File: config.mk
export PLATFORM = sky130hd
export DESIGN_NAME = frac_clk_en
export DESIGN_NICKNAME = d
export VERILOG_FILES = /design/src/rtl/frac_clk_pkg.sv /design/src/rtl/frac_clk_decode.sv /design/src/rtl/frac_clk_cfg.sv /design/src/rtl/frac_clk_phase.sv /design/src/rtl/frac_clk_en.sv
export SDC_FILE = /design/constraint.sdc
export NUM_CORES = 1
export LEC_CHECK = 0
export ABC_AREA = 1
export BUFFER_PORTS_ARGS = -buffer_cell sky130_fd_sc_hd__buf_2
export CAP_MARGIN = 20
export CORE_AREA = 4 4 41 43
export CTS_CLUSTER_DIAMETER = 40
export DETAILED_ROUTE_END_ITERATION = 8
export DIE_AREA = 0 0 45 47
export HOLD_SLACK_MARGIN = 0.1
export MAX_ROUTING_LAYER = met4
export PLACE_DENSITY = 0.7
export SETUP_SLACK_MARGIN = 0.3
export SLEW_MARGIN = 10
export SYNTH_ARGS = -nofsm -noshare
export SYNTH_HDL_FRONTEND = slang
export SYNTH_HIERARCHICAL = 1
export SYNTH_SLANG_ARGS = --single-unit
File: constraint.sdc
create_clock -name clk -period 1.5 [get_ports clk]
set_input_delay 0 -clock clk [delete_from_list [all_inputs] [get_ports clk]]
set_output_delay 0 -clock clk [all_outputs]
set_load 0.05 [all_outputs]
File: src/rtl/frac_clk_pkg.sv
package frac_clk_pkg;
   // Longest pattern period in pipeline cycles
   localparam int MAX_PCYC = 6;
   localparam int PCW      = $clog2(MAX_PCYC + 1);

   typedef struct packed {
      logic [PCW-1:0] pcyc;   // pipeline cycles per pattern period
      logic           two;    // two pulses per period (half-integer ratio)
   } ratio_t;

   localparam ratio_t FALLBACK = '{pcyc: PCW'(2), two: 1'b0};
endpackage

File: src/rtl/frac_clk_decode.sv
module frac_clk_decode
   import frac_clk_pkg::*;
#(
   parameter bit FAST_GRADE = 1'b1
) (
   input  logic [2:0] code,
   input  logic       wide,
   output ratio_t     ratio,
   output logic       illegal
);
   logic grade_rsv;
   logic base_rsv;
   ratio_t raw;

   // The speed grade decides which codes are masked off
   generate
      if (FAST_GRADE) begin : g_fast
         assign grade_rsv = !wide && (code[1:0] == 2'b01);
      end else begin : g_slow
         assign grade_rsv = (!wide && (code[1:0] == 2'b00)) ||
                            ( wide && (code == 3'b010));
      end
   endgenerate

   always_comb begin
      raw      = FALLBACK;
      base_rsv = 1'b0;
      if (!wide) begin
         case (code[1:0])
            2'b00:   raw.pcyc = PCW'(4);
            2'b01:   begin raw.pcyc = PCW'(3); raw.two = 1'b1; end
            2'b10:   raw.pcyc = PCW'(2);
            default: raw.pcyc = PCW'(3);
         endcase
      end else begin
         case (code)
            3'b000:  raw.pcyc = PCW'(5);
            3'b001:  raw.pcyc = PCW'(6);
            3'b010:  begin raw.pcyc = PCW'(5); raw.two = 1'b1; end
            3'b011:  raw.pcyc = PCW'(3);
            3'b100:  raw.pcyc = PCW'(4);
            3'b101:  base_rsv = 1'b1;
            3'b110:  raw.pcyc = PCW'(2);
            default: raw.pcyc = PCW'(3);
         endcase
      end
   end

   assign illegal = base_rsv || grade_rsv;
   assign ratio   = illegal ? FALLBACK : raw;
endmodule

File: src/rtl/frac_clk_cfg.sv
module frac_clk_cfg
   import frac_clk_pkg::*;
(
   input  logic   clk,
   input  logic   rst,
   input  ratio_t ratio_d,
   input  logic   err_d,
   output ratio_t ratio_q,
   output logic   err_q
);
   // Follows the decoded code while reset is high, then frozen
   always_ff @(posedge clk) begin
      if (rst) begin
         ratio_q <= ratio_d;
         err_q   <= err_d;
      end
   end
endmodule

File: src/rtl/frac_clk_phase.sv
module frac_clk_phase
   import frac_clk_pkg::*;
(
   input  logic           clk,
   input  logic           rst,
   input  ratio_t         ratio,
   output logic [PCW-1:0] phase,
   output logic           en
);
   logic           run;
   logic [PCW-1:0] last;
   logic [PCW-1:0] mid;

   assign last = ratio.pcyc - PCW'(1);
   assign mid  = ratio.pcyc >> 1;

   always_ff @(posedge clk) begin
      if (rst) begin
         run   <= 1'b0;
         phase <= '0;
      end else begin
         run <= 1'b1;
         if (run) phase <= (phase == last) ? '0 : phase + PCW'(1);
      end
   end

   // Second pulse of a half-integer ratio lands at floor(period/2)
   assign en = run && ((phase == '0) || (ratio.two && (phase == mid)));
endmodule

File: src/rtl/frac_clk_en.sv
module frac_clk_en
   import frac_clk_pkg::*;
#(
   parameter bit FAST_GRADE = 1'b1,
   parameter int CODE_W     = 3,
   parameter int PHASE_W    = 3
) (
   input  logic               clk,
   input  logic               rst,
   input  logic [CODE_W-1:0]  mode_code,
   input  logic               wide_code,
   output logic               bus_en,
   output logic [PHASE_W-1:0] phase,
   output logic               cfg_err
);
   generate
      if (CODE_W != 3) begin : g_bad_code_w
         $error("frac_clk_en: CODE_W must be 3");
      end
      if (PHASE_W < PCW) begin : g_bad_phase_w
         $error("frac_clk_en: PHASE_W too narrow for the longest period");
      end
   endgenerate

   ratio_t         dec_ratio, cur_ratio;
   logic           dec_err;
   logic [PCW-1:0] ph;

   frac_clk_decode #(.FAST_GRADE(FAST_GRADE)) u_dec (
      .code    (mode_code[2:0]),
      .wide    (wide_code),
      .ratio   (dec_ratio),
      .illegal (dec_err)
   );

   frac_clk_cfg u_cfg (
      .clk     (clk),
      .rst     (rst),
      .ratio_d (dec_ratio),
      .err_d   (dec_err),
      .ratio_q (cur_ratio),
      .err_q   (cfg_err)
   );

   frac_clk_phase u_ph (
      .clk   (clk),
      .rst   (rst),
      .ratio (cur_ratio),
      .phase (ph),
      .en    (bus_en)
   );

   assign phase = PHASE_W'(ph);
endmodule

# == After elaboration in Yosys (flattened, before gate mapping) ==
# Index checks and enable logic that the tools add are counted.
# word_totals
out_inout_bits,5
elab_cells,36
mem_bits_rw,0
n_memories,0
mem_bits_ro,0
regBits,9
latch_bits,0
input_bits,6
# op_classes
n_lt_le_gt_ge,0
n_shift,0
bitwise,0
n_mul,0
add_sub_neg,2
n_mux,9
n_eq_ne,9
n_div,0
reduce_logical,11
# op_table
cell,count
3-bit one-hot mux with 4 select lines,1
"3-bit == test, second input constant",3
3-bit zero test,2
3-bit one-hot mux with 2 select lines,1
1-bit 2-to-1 mux,5
4-bit 2-to-1 mux,1
2-bit OR reduction,2
"3-bit by 1-bit adder with 3-bit output, second input constant",1
"3-bit by 1-bit == test with 1-bit output, second input constant",1
3-bit by 2-bit == test with 1-bit output,1
"3-bit by 2-bit == test with 1-bit output, second input constant",1
3-bit == test,1
1-bit logical AND,3
3-bit 2-to-1 mux,1
"3-bit by 1-bit subtractor with 3-bit output, second input constant",1
"2-bit by 1-bit == test with 1-bit output, second input constant",1
"2-bit == test, second input constant",1
2-bit zero test,1
1-bit logical OR,2
1-bit zero test,1

# == Depth between registers and ports, before layout ==
# Gate-level depths: netlist (run 1).
# depth
ltp_word,4
ltp_mapped,10
depth_no_buf,10

# == Cells and area by module ==
# The synthesis (run 1) kept the hierarchy.
# by_module_without_submodules
mod,area_each_um2,instances,cells_per_inst,seq_area_each_um2
frac_clk_phase,292.8,1,46,80.1
frac_clk_cfg,150.1,1,5,150.1
frac_clk_decode,61.3,1,14,0.0

# == Worst setup path before layout (run 1) ==
# No wires, ideal clock.
# synth_timing
path_kind,reg2out
startpoint,reg u_ph.phase[0]
endpoint,out bus_en
required_ps,1500
t_arrival_ps,1707
slack_ps,-207
path_buffers,0
stages_incl_launch_ff,7
cell_sequence,dfxtp_1 -> inv_2 -> nand2_1 -> nand3_1 -> nor2_1 -> nor2_1 -> nor2_1
# synth_between
elab_chain_len,4
word_cells_on_any_way,5
classes_between,eq/ne: 1; reduce/logical: 4
# synth_lines
item,line,source
start: declaration,frac_clk_phase.sv:7,"output logic [PCW-1:0] phase,"
start signal: assignment,frac_clk_phase.sv:23,if (run) phase <= (phase == last) ? '0 : phase + PCW'(1);
3-bit by 2-bit == test with 1-bit output,frac_clk_phase.sv:28,assign en = run && ((phase == '0) || (ratio.two && (phase == mid)));
1-bit logical AND,frac_clk_phase.sv:28,
1-bit logical OR (*),frac_clk_phase.sv:28,
1-bit logical AND (*),frac_clk_phase.sv:28,
end: declaration,frac_clk_en.sv:12,"output logic bus_en,"
# Every way passes the cells marked *; elsewhere a longest branch is shown, timed or not.

# == Final worst setup path (run 1) ==
# layout_timing
startpoint,reg u_cfg/ratio_q[3] in the netlist's numbering
endpoint,out bus_en
# layout_between
elab_chain_len,4
# layout_lines
item,line,source
start: declaration,frac_clk_cfg.sv:8,"output ratio_t ratio_q,"
start signal: assignment,frac_clk_cfg.sv:14,ratio_q <= ratio_d;
3-bit by 2-bit == test with 1-bit output,frac_clk_phase.sv:28,
1-bit logical AND,frac_clk_phase.sv:28,
1-bit logical OR,frac_clk_phase.sv:28,
1-bit logical AND,frac_clk_phase.sv:28,
# No other way between the ends.

==> results.sh, run 1 <==
export IMPL_post_dp_hpwl_um=643.9
export IMPL_synthFlopType="edfxtp_1"
export IMPL_critical_path_depth=7
export IMPL_critPathLaunchType="flop"
export IMPL_die_area_sq_mm=0.002115
export IMPL_io_buffers=10
export IMPL_ys_seq_area_frac=0.4566
export IMPL_seq_power_share=0.434
export IMPL_switching_share=0.3147
export IMPL_dp_cells=90
export IMPL_rr_startpoint="u_cfg/ratio_q[2]"
export IMPL_synth_top_area_frac=0.2978
export IMPL_cp_top_family="flip-flops"
export IMPL_combPwrFrac=0.314
export IMPL_tritoncts="built"
export IMPL_grtUsageTotal=0.1102
export IMPL_path_clk_slew_ps=60
export IMPL_regArea_sq_um=235.2
export IMPL_start_util=0.3875
export IMPL_ctsHtreeMaxLevel=1
export IMPL_n_antenna_cell=0
export IMPL_antenna_found_initial=0
export IMPL_grt_pass1_vias=400
export IMPL_place_congestion=0.7267
export IMPL_critPathKind="flop to output pin"
export IMPL_drv_slew=0
export IMPL_crit_top_cell="nor2_2"
export IMPL_nets=97
export IMPL_clock_sinks=9
export IMPL_fin_skew_ps=1.596
export IMPL_ir_drop_uv=412.6
export IMPL_crit_buf_inv=2
export IMPL_dr_total_vias=449
export IMPL_status="completed"
export IMPL_clockBufferDepth=2
export IMPL_core_area_sq_mm=0.001301
export IMPL_antenna_left=0
export IMPL_worst_slew_pin_slew_ps=249.9
export IMPL_multi_input_area_sq_um=260.3
export IMPL_area_growth_synth_to_final_pct=43.18
export IMPL_final_setup_tns_ps=0
export IMPL_critPathMaxFanout=3
export IMPL_cell_internal_pwr_w=0.0004729
export IMPL_rr_worst_depth=8
export IMPL_arrival_ps=1240
export IMPL_p_leak_nw=0.3558
export IMPL_worstHoldPathCells=3
export IMPL_p_switching_w=0.0002172
export IMPL_synthArstFlopShare=0
export IMPL_yosysMostFrequentCell="nand2_1"
export IMPL_postRouteWirelength_um=933
export IMPL_synth_seq_cells=9
export IMPL_holdPathEnd="u_ph/run"
export IMPL_root_buffer="clkbuf_4"
export IMPL_clock_fmax_ghz=0.8087
export IMPL_synth_edf_count=5
export IMPL_crit_slowest_cell="edfxtp_1"
export IMPL_synth_area_per_cell_sq_um=7.757
export IMPL_rows=13
export IMPL_instances_no_fill=102
export IMPL_cap_viol_max_count=0
export IMPL_fillers=129
export IMPL_rrSetupSlack_ps=290
export IMPL_finalCoreUtilization=0.5548
export IMPL_num_io_pins=11
export IMPL_first_pass_iters=4
export IMPL_hold_viol_final=0
export IMPL_max_slew_margin=0.8346
export IMPL_end_kind="output pin"
export IMPL_cts_buffers=3
export IMPL_syn_nets=74
export IMPL_place_area_sq_um=583.1
export IMPL_grt_pass1_wl_um=1531
export IMPL_grt_setup_unrepaired="true"
export IMPL_yosysWarnings=6
export IMPL_grt_start_max_net_pins=8
export IMPL_r2r_end="u_ph/phase[0]"
export IMPL_clkLatencyLatePin_ps=250
export IMPL_period_share=0.8244
export IMPL_fp_dieW_um=45
export IMPL_fin_area_sq_um=721.9
export IMPL_viasPerCell=4.402
export IMPL_synthTopCellsByArea="edfxtp_1, dfxtp_1, nand2_1, ha_1, nor2_1"
export IMPL_drive_gt1_frac=0.4138
export IMPL_synthCells=65
export IMPL_yosysTopAreaCell="edfxtp_1"
export IMPL_drt_iter0_markers=3
export IMPL_post_route_min_period_ps=1237
export IMPL_drc=0
export IMPL_min_from="rst"
export IMPL_syn_cell_area_sq_um=504.2
export IMPL_path_cells="inv_2 -> nand2_1 -> nand3_2 -> nor2_2 -> nor2_2 -> nor2_4 -> buf_8"
export IMPL_worstPathRequired_ps=1500
export IMPL_powerDensity_mw_per_mm2=955.9
export IMPL_die_h_um=47
export IMPL_grt_overflow_total=0
export IMPL_synth_common_cells="nand2_1, nor2_1, inv_1, inv_2, edfxtp_1"
export IMPL_pwr_share_clk=0.251
export IMPL_slowest_delay_ps=400
export IMPL_yosysUniqueCellTypes=16
export IMPL_setup_viol=0
export IMPL_wl_per_cell_um=9.147
export IMPL_hp_class="input pin to flop"
==> kinds of logic (layout without fill, tap and decap cells) <==
logic type | Yosys count | count (layout) | share of synthesized area
simple gates | 34 | 34 | 0.2804
compound gates | 3 | 3 | 0.03720
flops | 9 | 9 | 0.4566
fa+ha+maj | 3 | 3 | 0.07445
mux | 1 | 1 | 0.01985
xor+xnor | 2 | 2 | 0.03475
buf+inv | 13 | 35 | 0.09678
==> cells in the final DEF (no fill, tap or decap) <==
cell | netlist | layout
nand2_1 | 20 | 18
buf_2 | 0 | 9
inv_2 | 6 | 8
dlygate4sd3_1 | 0 | 5
edfxtp_1 | 5 | 5
inv_1 | 7 | 5
nor2_1 | 8 | 5
clkbuf_4 | 0 | 3
buf_4 | 0 | 3
nand3_1 | 4 | 3
nand2_2 | 1 | 3
nand3_2 | 1 | 2
nor2_2 | 0 | 2
ha_1 | 3 | 2
dfxtp_1 | 4 | 2
clkbuf_1 | 0 | 1
buf_8 | 0 | 1
a21oi_1 | 1 | 1
o21ai_1 | 0 | 1
nor2_4 | 0 | 1
mux2i_1 | 1 | 1
o21ai_2 | 1 | 1
xor2_1 | 1 | 1
xnor2_1 | 1 | 1
ha_4 | 0 | 1
dfxtp_4 | 0 | 1
dfxtp_2 | 0 | 1
==> repair_timing <==
action,4_1_cts,5_1_grt
buffers inserted,3,0
endpoints found under the hold margin,10,0
endpoints found under the setup margin,4,4
pin swaps,1,5
hold buffers,5,0
gates resized for setup,4,10
==> final cells by class <==
class,instances,share of cell area
multi-input cells,43,0.3605
flip-flops and latches,9,0.3258
repair buffers,18,0.1837
inverters,13,0.06759
clock buffers,4,0.03640
well taps,15,0.02600
==> worst register-to-register path, stage by stage (launching register included) <==
cell	delay (ps)
edfxtp_1	390
inv_2	100
ha_4	200
nand2_1	60
nand3_1	70
nor2_1	100
nand2_1	60
nand2_2	70
nor2_1	40
==> state kept, by name (all words and copies together) (netlist names) <==
| name | cells |
|---|---|
| u_cfg/err_q | 1 |
| u_cfg/ratio_q | 4 |
| u_ph/phase | 3 |
| u_ph/run | 1 |
==> per-stage QoR <==
| stage | hold slack [ps] | setup WS (ps) | total power, W |
|---|---|---|---|
| after floorplan | 68.75 | 314.3 | 0.0004315 |
| after global placement | 253.8 | 310.5 | 0.0004673 |
| after detailed placement | 257.1 | 281.9 | 0.0004702 |
| after CTS | 541.4 | 268.8 | 0.0006788 |
| after global routing | 583.5 | 183.7 | 0.0007327 |
| final | 554.7 | 263.4 | 0.0006901 |
==> worst max-delay path by stage <==
stage                         end              from  slack [ps]
global route               bus_en  u_cfg/ratio_q[2]         180
detailed placement  u_ph/phase[0]  u_cfg/ratio_q[1]         280
global placement    u_ph/phase[0]  u_cfg/ratio_q[1]         310
floorplan           u_ph/phase[1]     u_ph/phase[0]         310
CTS                        bus_en  u_cfg/ratio_q[3]         270
finish                     bus_en  u_cfg/ratio_q[3]         260
==> layer usage <==
layer	part of all wire	routed length, um	GRT usage
met3	0.021	20	0.02299
met4	0.020	19	0.1053
met1	0.42	389	0.1116
met5	0	0	-
met2	0.54	504	0.1751
==> power by group through the flow <==
stage                     sequential, W  combinational, W  clock (W)
after floorplan                0.000335         0.0000970          0
after global placement         0.000306          0.000161          0
after detailed placement       0.000306          0.000164          0
after CTS                      0.000299          0.000197   0.000183
after global routing           0.000303          0.000240   0.000190
final                          0.000300          0.000217   0.000173
Power figures use the tool's default switching activity.
==> inputs of run 2 (changes only) <==
==> constraint.sdc (replaced) <==
create_clock -name clk -period 1.3 [get_ports clk]
set_input_delay 0 -clock clk [delete_from_list [all_inputs] [get_ports clk]]
set_output_delay 0 -clock clk [all_outputs]
set_load 0.05 [all_outputs]
==> run 2 against run 1 <==
Combinational power increased by 16%. Flip-flop and latch count did not move. Clock-buffer cell count did not move. Worst setup slack got worse by 200 ps. Non-clock buffer count rose by 1. Clock power increased by 19%. Largest power group unchanged.
==> results.sh, run 2 (synthesis gave the netlist of run 1 again) <==
export IMPL_grt_overflow_total=0
export IMPL_path_clk_slew_ps=60
export IMPL_multi_input_area_sq_um=260.3
export IMPL_hold_viol_final=0
export IMPL_first_pass_iters=4
export IMPL_final_setup_tns_ps=0
export IMPL_powerDensity_mw_per_mm2=1097
export IMPL_largest_register="u_cfg/ratio_q"
export IMPL_drv_slew=0
export IMPL_io_buffers=10
export IMPL_busiest_layer="met2"
export IMPL_dp_cells=90
export IMPL_die_h_um=47
export IMPL_post_dp_hpwl_um=678.3
export IMPL_period_share=0.9517
export IMPL_final_common_cell="nand2_1"
export IMPL_setup_viol=0
export IMPL_clock_sinks=9
export IMPL_p_leak_nw=0.3593
export IMPL_place_congestion=0.7498
export IMPL_grt_met1_usage=0.1259
export IMPL_max_slew_margin=0.8355
export IMPL_root_buffer="clkbuf_4"
export IMPL_dr_total_vias=458
export IMPL_tritoncts="built"
export IMPL_critPathKind="flop to output pin"
export IMPL_use_met3=0.01149
export IMPL_critPathLaunchType="flop"
export IMPL_instances_no_fill=103
export IMPL_grt_pass1_wl_um=1656
export IMPL_grt_start_max_net_pins=8
export IMPL_status="completed"
export IMPL_largest_reg_flops=4
export IMPL_ctsHtreeMaxLevel=1
export IMPL_grt_setup_unrepaired="true"
export IMPL_cap_viol_max_count=0
export IMPL_postRouteWirelength_um=898
export IMPL_area_growth_synth_to_final_pct=45.16
export IMPL_drc=0
export IMPL_viasPerCell=4.447
export IMPL_fillers=122
export IMPL_grt_pass1_vias=420
export IMPL_top_regs="u_cfg/ratio_q x4, u_ph/phase x3"
export IMPL_fin_skew_ps=2.564
export IMPL_antenna_found_initial=0
export IMPL_cts_buffers=3
export IMPL_end_kind="output pin"
export IMPL_rows=13
export IMPL_die_area_sq_mm=0.002115
export IMPL_hp_class="flop to flop"
export IMPL_wl_per_cell_um=8.718
export IMPL_clkLatencyLatePin_ps=250
export IMPL_critPathMaxFanout=2
export IMPL_grtUsageMet2=0.1864
export IMPL_post_route_min_period_ps=1237
export IMPL_regArea_sq_um=239.0
export IMPL_worstPathRequired_ps=1300
export IMPL_start_util=0.3875
export IMPL_mostFrequentLayoutCells="nand2_1, buf_2, inv_2"
export IMPL_nets=98
export IMPL_worst_slew_pin_slew_ps=248.4
export IMPL_antenna_left=0
export IMPL_arrival_ps=1240
export IMPL_clock_fmax_ghz=0.8083
export IMPL_drt_iter0_markers=8
export IMPL_drive_gt1_frac=0.4318
export IMPL_clockBufferDepth=2
export IMPL_fp_dieW_um=45
export IMPL_grtUsageTotal=0.1185
export IMPL_n_antenna_cell=0
export IMPL_ir_drop_uv=580.0
export IMPL_core_area_sq_mm=0.001301
export IMPL_num_io_pins=11
run 2: path summary, 6_finish.rpt:
path,start,to,slack (ps),cells past startpoint
worst max-delay path,u_cfg/ratio_q[2],bus_en,60,7
worst min register to register,u_ph/phase[2],u_ph/phase[2],540,2
worst min-delay path,u_ph/phase[2],u_ph/phase[2],540,2
worst max register to register,u_cfg/ratio_q[2],u_ph/phase[2],80,9
run 2: layout make-up:
type | instances | area share
repair buffers | 19 | 0.1897
multi-input cells | 43 | 0.3556
flip-flops and latches | 9 | 0.3265
inverters | 13 | 0.06667
clock buffers | 4 | 0.03590
well taps | 15 | 0.02564
run 2: per-stage QoR:
step,total power [W],hold slack [ps],cell area [sq um],setup WS (ps),util
final,0.0008028,535.3,732.0,62.77,0.5625
after global routing,0.0008552,590.0,732.0,-42.14,0.5625
after CTS,0.0008013,536.5,716.9,54.05,0.5510
after detailed placement,0.0005507,259.2,601.8,116.4,0.4625
after global placement,0.0005462,257.8,601.8,131.2,0.4625
after floorplan,0.0005045,68.48,533.0,165.0,-
run 2: critical path, stage by stage (launching register included):
cell and delay [ps]:
edfxtp_1 390, inv_2 90, nand2_1 50, nand3_1 70, nor2_1 60, nor2_2 130
nor2_4 40, buf_6 140
run 2: timing repair:
action	in CTS	in global routing
setup buffers	4	0
resized for setup	3	6
hold buffers	5	0
endpoints found under the hold margin	10	0
setup endpoints to repair	4	5
pin swaps	2	8
run 2: report_power, final:
part	leakage (nW)	internal, W	switching (W)
clock	0.0150	0.000118	0.0000880
combinational	0.261	0.000104	0.000148
sequential	0.0832	0.000327	0.0000189
run 2: layer usage:
| layer | part of all wire | vias to the layer above |
|---|---|---|
| met1 | 0.45 | 198 |
| met5 | 0 | - |
| met2 | 0.49 | 10 |
| li1 | - | 248 |
| met3 | 0.035 | 2 |
| met4 | 0.021 | 0 |
